## src/rtl/npc_pkg.sv

```systemverilog
package npc_pkg;

    localparam int OP_W    = 6;
    localparam int FN_W    = 6;

    localparam logic [OP_W-1:0] OP_SPECIAL = 6'd0;
    localparam logic [OP_W-1:0] OP_JMP     = 6'd2;
    localparam logic [OP_W-1:0] OP_JAL     = 6'd3;
    localparam logic [OP_W-1:0] OP_BEQ     = 6'd4;
    localparam logic [OP_W-1:0] OP_BNE     = 6'd5;
    localparam logic [FN_W-1:0] FN_JREG    = 6'd8;

    typedef enum logic [1:0] {
        SRC_SEQ = 2'd0,
        SRC_BR  = 2'd1,
        SRC_JMP = 2'd2,
        SRC_REG = 2'd3
    } npc_src_e;

    typedef struct packed {
        logic is_jreg;
        logic is_jmp;
        logic is_link;
        logic is_br;
    } op_class_t;

endpackage

```

## src/rtl/npc_decode.sv

```systemverilog
module npc_decode
    import npc_pkg::*;
(
    input  logic [OP_W-1:0] opcode,
    input  logic [FN_W-1:0] funct,
    output op_class_t       cls
);

    always_comb begin
        cls         = '0;
        cls.is_jreg = (opcode == OP_SPECIAL) && (funct == FN_JREG);
        cls.is_jmp  = (opcode == OP_JMP) || (opcode == OP_JAL);
        cls.is_link = (opcode == OP_JAL);
        cls.is_br   = (opcode == OP_BEQ) || (opcode == OP_BNE);
    end

endmodule

```

## src/rtl/npc_targets.sv

```systemverilog
module npc_targets #(
    parameter int ADDR_W = 32,
    parameter int OFF_W  = 16,
    parameter int IDX_W  = 26
) (
    input  logic [ADDR_W-1:0] pc,
    input  logic [OFF_W-1:0]  offset,
    input  logic [IDX_W-1:0]  index,
    output logic [ADDR_W-1:0] seq,
    output logic [ADDR_W-1:0] br,
    output logic [ADDR_W-1:0] jmp
);

    localparam int ALIGN  = 2;
    localparam int EXT_W  = ADDR_W - OFF_W - ALIGN;
    localparam int HI_W   = ADDR_W - IDX_W - ALIGN;
    localparam logic [ADDR_W-1:0] STEP = ADDR_W'(1 << ALIGN);

    logic [ADDR_W-1:0] disp;

    always_comb begin
        seq  = pc + STEP;
        disp = {{EXT_W{offset[OFF_W-1]}}, offset, {ALIGN{1'b0}}};
        br   = seq + disp;
        jmp  = {seq[ADDR_W-1 -: HI_W], index, {ALIGN{1'b0}}};
    end

endmodule

```

## src/rtl/npc_mux.sv

```systemverilog
module npc_mux
    import npc_pkg::*;
#(
    parameter int ADDR_W = 32
) (
    input  npc_src_e          src,
    input  logic [ADDR_W-1:0] seq,
    input  logic [ADDR_W-1:0] br,
    input  logic [ADDR_W-1:0] jmp,
    input  logic [ADDR_W-1:0] rgt,
    output logic [ADDR_W-1:0] sel
);

    always_comb begin
        unique case (src)
            SRC_BR:  sel = br;
            SRC_JMP: sel = jmp;
            SRC_REG: sel = rgt;
            default: sel = seq;
        endcase
    end

endmodule

```

## src/rtl/npc_select.sv

```systemverilog
module npc_select
    import npc_pkg::*;
#(
    parameter int               ADDR_W    = 32,
    parameter int               OFF_W     = 16,
    parameter int               IDX_W     = 26,
    parameter logic [ADDR_W-1:0] RESET_VEC = 32'h0040_0000
) (
    input  logic              clk,
    input  logic              rst,
    input  logic              adv_en,
    input  logic [31:0]       instr,
    input  logic              br_taken,
    input  logic [ADDR_W-1:0] reg_target,
    output logic [ADDR_W-1:0] pc_q,
    output logic [ADDR_W-1:0] seq_pc,
    output logic [ADDR_W-1:0] br_tgt,
    output logic [ADDR_W-1:0] jmp_tgt,
    output logic [ADDR_W-1:0] npc,
    output logic [ADDR_W-1:0] link_val,
    output logic              link_we
);

    localparam int INSTR_W = 32;

    typedef struct packed {
        logic [ADDR_W-1:0] pc;
    } state_t;

    state_t    st_d, st_q;
    op_class_t cls;
    npc_src_e  src;

    npc_decode u_dec (
        .opcode (instr[INSTR_W-1 -: OP_W]),
        .funct  (instr[FN_W-1:0]),
        .cls    (cls)
    );

    npc_targets #(
        .ADDR_W (ADDR_W),
        .OFF_W  (OFF_W),
        .IDX_W  (IDX_W)
    ) u_tgt (
        .pc     (st_q.pc),
        .offset (instr[OFF_W-1:0]),
        .index  (instr[IDX_W-1:0]),
        .seq    (seq_pc),
        .br     (br_tgt),
        .jmp    (jmp_tgt)
    );

    npc_mux #(
        .ADDR_W (ADDR_W)
    ) u_mux (
        .src    (src),
        .seq    (seq_pc),
        .br     (br_tgt),
        .jmp    (jmp_tgt),
        .rgt    (reg_target),
        .sel    (npc)
    );

    always_comb begin
        if (cls.is_jreg)                 src = SRC_REG;
        else if (cls.is_jmp)             src = SRC_JMP;
        else if (cls.is_br && br_taken)  src = SRC_BR;
        else                             src = SRC_SEQ;

        st_d = st_q;
        if (rst)         st_d.pc = RESET_VEC;
        else if (adv_en) st_d.pc = npc;
    end

    always_ff @(posedge clk) begin
        st_q <= st_d;
    end

    assign pc_q     = st_q.pc;
    assign link_we  = cls.is_link;
    assign link_val = seq_pc;

endmodule

```

## config.mk

```make
export PLATFORM = sky130hd
export DESIGN_NAME = npc_select
export DESIGN_NICKNAME = d
export VERILOG_FILES = /design/src/rtl/npc_pkg.sv /design/src/rtl/npc_decode.sv /design/src/rtl/npc_targets.sv /design/src/rtl/npc_mux.sv /design/src/rtl/npc_select.sv
export SDC_FILE = /design/constraint.sdc
export NUM_CORES = 1
export LEC_CHECK = 0
export BUFFER_PORTS_ARGS = -buffer_cell sky130_fd_sc_hd__buf_2
export CORE_ASPECT_RATIO = 0.6
export CORE_MARGIN = 1
export CORE_UTILIZATION = 51
export CTS_CLUSTER_DIAMETER = 80
export DETAILED_ROUTE_END_ITERATION = 12
export MAX_ROUTING_LAYER = met4
export PLACE_DENSITY = 0.92
export SYNTH_ARGS = -nofsm -noshare
export SYNTH_HDL_FRONTEND = slang
export SYNTH_HIERARCHICAL = 1
export SYNTH_SLANG_ARGS = --single-unit
```

## constraint.sdc

```tcl
create_clock -name clk -period 9.1 [get_ports clk]
set_clock_uncertainty 0.2 [all_clocks]
set_input_delay 0.455 -clock clk [delete_from_list [all_inputs] [get_ports clk]]
set_output_delay 0.455 -clock clk [all_outputs]
set_load 0.1 [all_outputs]
```

==> flow_metrics.py <==
metrics = {
    "routing": {
        "wire_per_inst_um": 18.56,
        "first_iter_violations": 374,
        "num_vias": 5005,
        "routed_wl_mm": 16.07,
        "first_pass_iters": 5,
        "postRouteAntennaNets": 0,
        "drc_errors": 0,
        "vias_per_cell": 5.779,
    },
    "timing": {
        "finalWorstSetupSlack_ns": 3.602,
        "period_share_pct": 60.41,
        "hold_viol_final": 0,
        "worst_slew_pin_slew_ns": 1.072,
        "fin_crit_ns": 5.498,
        "fmax_mhz": 181.9,
        "max_slew_margin_pct": 28.55,
        "drv_slew": 0,
        "timing.setup.tns_ns": 0,
        "setup_viol": 0,
        "rsz0062_at_grt": "false",
    },
    "power": {
        "power.total_w": 0.0007706,
        "p_leak_nw": 3.076,
        "vdd_drop_max_mv": 0.08505,
        "p_per_area_nw_per_um2": 132.4,
    },
    "synth": {
        "synthFlopType": "dfxtp_1",
        "yosys-top-cells-area": "mux4_2 (14%), dfxtp_1 (13%), buf_4 (11%)",
        "synth_top_cells_by_count": "buf_4 (71), nor2_1 (63), nand2_1 (37)",
        "synthCells": 557,
        "yosysWarnings": 6,
        "synth_top_area_cell": "mux4_2",
        "yosysMostFrequentCell": "buf_4",
        "ys_types": 60,
        "syn-cell-area_um2": 4905,
        "synth_seq_cells": 32,
        "ys_seq_area_share_pct": 13.06,
        "avgSynthCellArea_um2": 8.806,
        "async_flop_share_pct": 0,
        "synth_edf_count": 0,
        "synth.top_cell.area_share_pct": 13.78,
    },
    "worst_hold_path": {
        "hold_class": "reg -> reg",
    },
    "global_routing": {
        "grt_start_max_net_pins": 34,
        "grt_pass1_vias": 4401,
        "grt_pass1_wl_mm": 23.75,
        "grt_usage_pct": 31.96,
        "overflow": 0,
        "antenna_found_initial": 1,
    },
    "setup_path": {
        "critPathLaunchType": "register",
        "worstSetupEndpointType": "primary output",
        "cp.required_ns": 8.45,
        "worst_ep_arrival_time_ns": 4.84,
        "cp_max_fo": 7,
        "crit_type": "reg -> out",
    },
    "place": {
        "placedCellCount": 857,
        "io_buffer_count": 258,
        "post-place-ws_ns": 3.991,
        "dpl-instance-area_um2": 5655,
        "dp_hpwl_mm": 12.80,
        "routabilityCongestion": 0.9697,
    },
    "cells_and_area": {
        "area_delta_synth_final_pct": 18.70,
        "fill_cells": 879,
        "largest_reg_flops": 32,
        "nets": 836,
        "layout-drive-gt1-share_pct": 42.86,
        "stdcell_count": 866,
        "fin_area_um2": 5822,
    },
    "floorplan": {
        "dieArea_um2": 10030,
        "io_pins": 261,
        "initial_utilization_pct": 52.99,
        "std_cell_rows": 27,
        "die_h_um": 77.96,
        "coreArea_um2": 9256,
        "die_x_um": 128.6,
    },
    "clock_network": {
        "cts.clk_slew.worst_paths_ns": 0.06,
        "max-clock-path-buffers": 2,
        "cts_max_level": 2,
        "clock_latency_ns": 0.29,
        "ctsResizeCount": 0,
        "cts_setup_buffers": 0,
        "numCtsBuffers": 5,
        "cts_tree": "yes",
        "clockRootBuffer": "clkbuf_16",
        "postCtsHoldBufs": 0,
        "clkSinkCount": 32,
    },
    "outcome": {
        "status": "complete, no violations",
    },
    "job": {
        "drv_cap": 0,
    },
}
==> final cells by class <==
cell class / count / area, um2 / area share (%)
multi-input combinational: 428 / 3523 / 60.52
timing repair buffer: 259 / 1299 / 22.31
sequential: 32 / 640.6 / 11.00
tap: 130 / 162.7 / 2.794
clock buffer: 6 / 128.9 / 2.214
clock inverter: 2 / 35.03 / 0.6018
inverter: 8 / 30.03 / 0.5158
antenna: 1 / 2.502 / 0.04298
==> placed cells by master, fill, tap and decap left out, types with 3 or more instances in the layout <==
cell type	instances
ha_1	33
mux4_2	30
clkbuf_16	5
o21ai_0	8
a211oi_2	3
and2_1	3
or3_1	4
a21oi_1	30
a211o_1	4
a221o_1	3
o21ai_1	10
buf_2	258
and3_1	8
inv_1	8
xor2_1	15
nor2_1	63
a21o_1	7
nand2_1	37
xnor2_1	36
o21bai_1	3
dfxtp_1	32
nor4_1	7
and4_1	3
a31oi_1	3
nor3_1	6
nand4_1	13
mux2i_1	33
and2_2	3
nand3_1	25
==> cell families (layout without fill, tap and decap cells) <==
| group | Yosys count | count (layout) | share of synthesized area, % |
|---|---|---|---|
| AOI/OAI and AO/OA | 93 | 93 | 12.98 |
| xor gates and xnor gates | 52 | 52 | 9.592 |
| adders and majority gates | 34 | 34 | 8.827 |
| buffers and inverters | 98 | 275 | 15.64 |
| DFF | 32 | 32 | 13.06 |
| muxes | 65 | 65 | 21.58 |
| other | 1 | 3 | 0.07646 |
| and+or+nand+nor | 182 | 182 | 18.24 |
==> final timing paths <==
check	slack [ns]	cells past startpoint	end	startpoint
setup / recovery	3.60	14	npc[31]	pc_q[13]$_SDFFE_PP0P_
hold / removal	0.36	2	pc_q[21]$_SDFFE_PP0P_	pc_q[21]$_SDFFE_PP0P_
setup reg to reg	4.33	15	pc_q[31]$_SDFFE_PP0P_	pc_q[13]$_SDFFE_PP0P_
hold reg to reg	0.36	2	pc_q[21]$_SDFFE_PP0P_	pc_q[21]$_SDFFE_PP0P_
==> layer usage <==
metal / GRT usage, % / vias to the layer above / routed length [um]
li1: - / 2339 / -
met1: 43.33 / 2390 / 7400
met2: 49.03 / 255 / 7227
met3: 6.000 / 21 / 1248
met4: 7.765 / 0 / 195
met5: - / - / 0
==> power breakdown <==
part	switching, W	total [W]	internal, W	leakage [nW]
registers	0.00000411	0.000147	0.000143	0.259
clock network	0.0000703	0.000199	0.000129	0.0808
logic	0.000349	0.000425	0.0000752	2.74
total	0.000424	0.000771	0.000347	3.08
==> through the flow <==
stage | hold slack, ns | utilization [%]
after floorplan | 0.3274 | -
after global placement | 0.3466 | 61.10
after detailed placement | 0.3472 | 61.10
after CTS | 0.3573 | 62.87
after global routing | 0.3892 | 62.90
final | 0.3555 | 62.90
==> worst max-delay path, stage by stage (launching register included) <==
cell      delay, ns
dfxtp_1        0.42
nand3_1        0.21
or3_1          0.50
nor3_1         0.38
nand3_1        0.15
xnor2_1        0.30
ha_1           0.39
a21oi_1        0.30
o21bai_4       0.12
a221o_1        0.31
a221o_1        0.32
a211oi_2       0.26
xor2_1         0.19
mux4_2         0.27
buf_2          0.43
(Power assumes the default switching activity.)
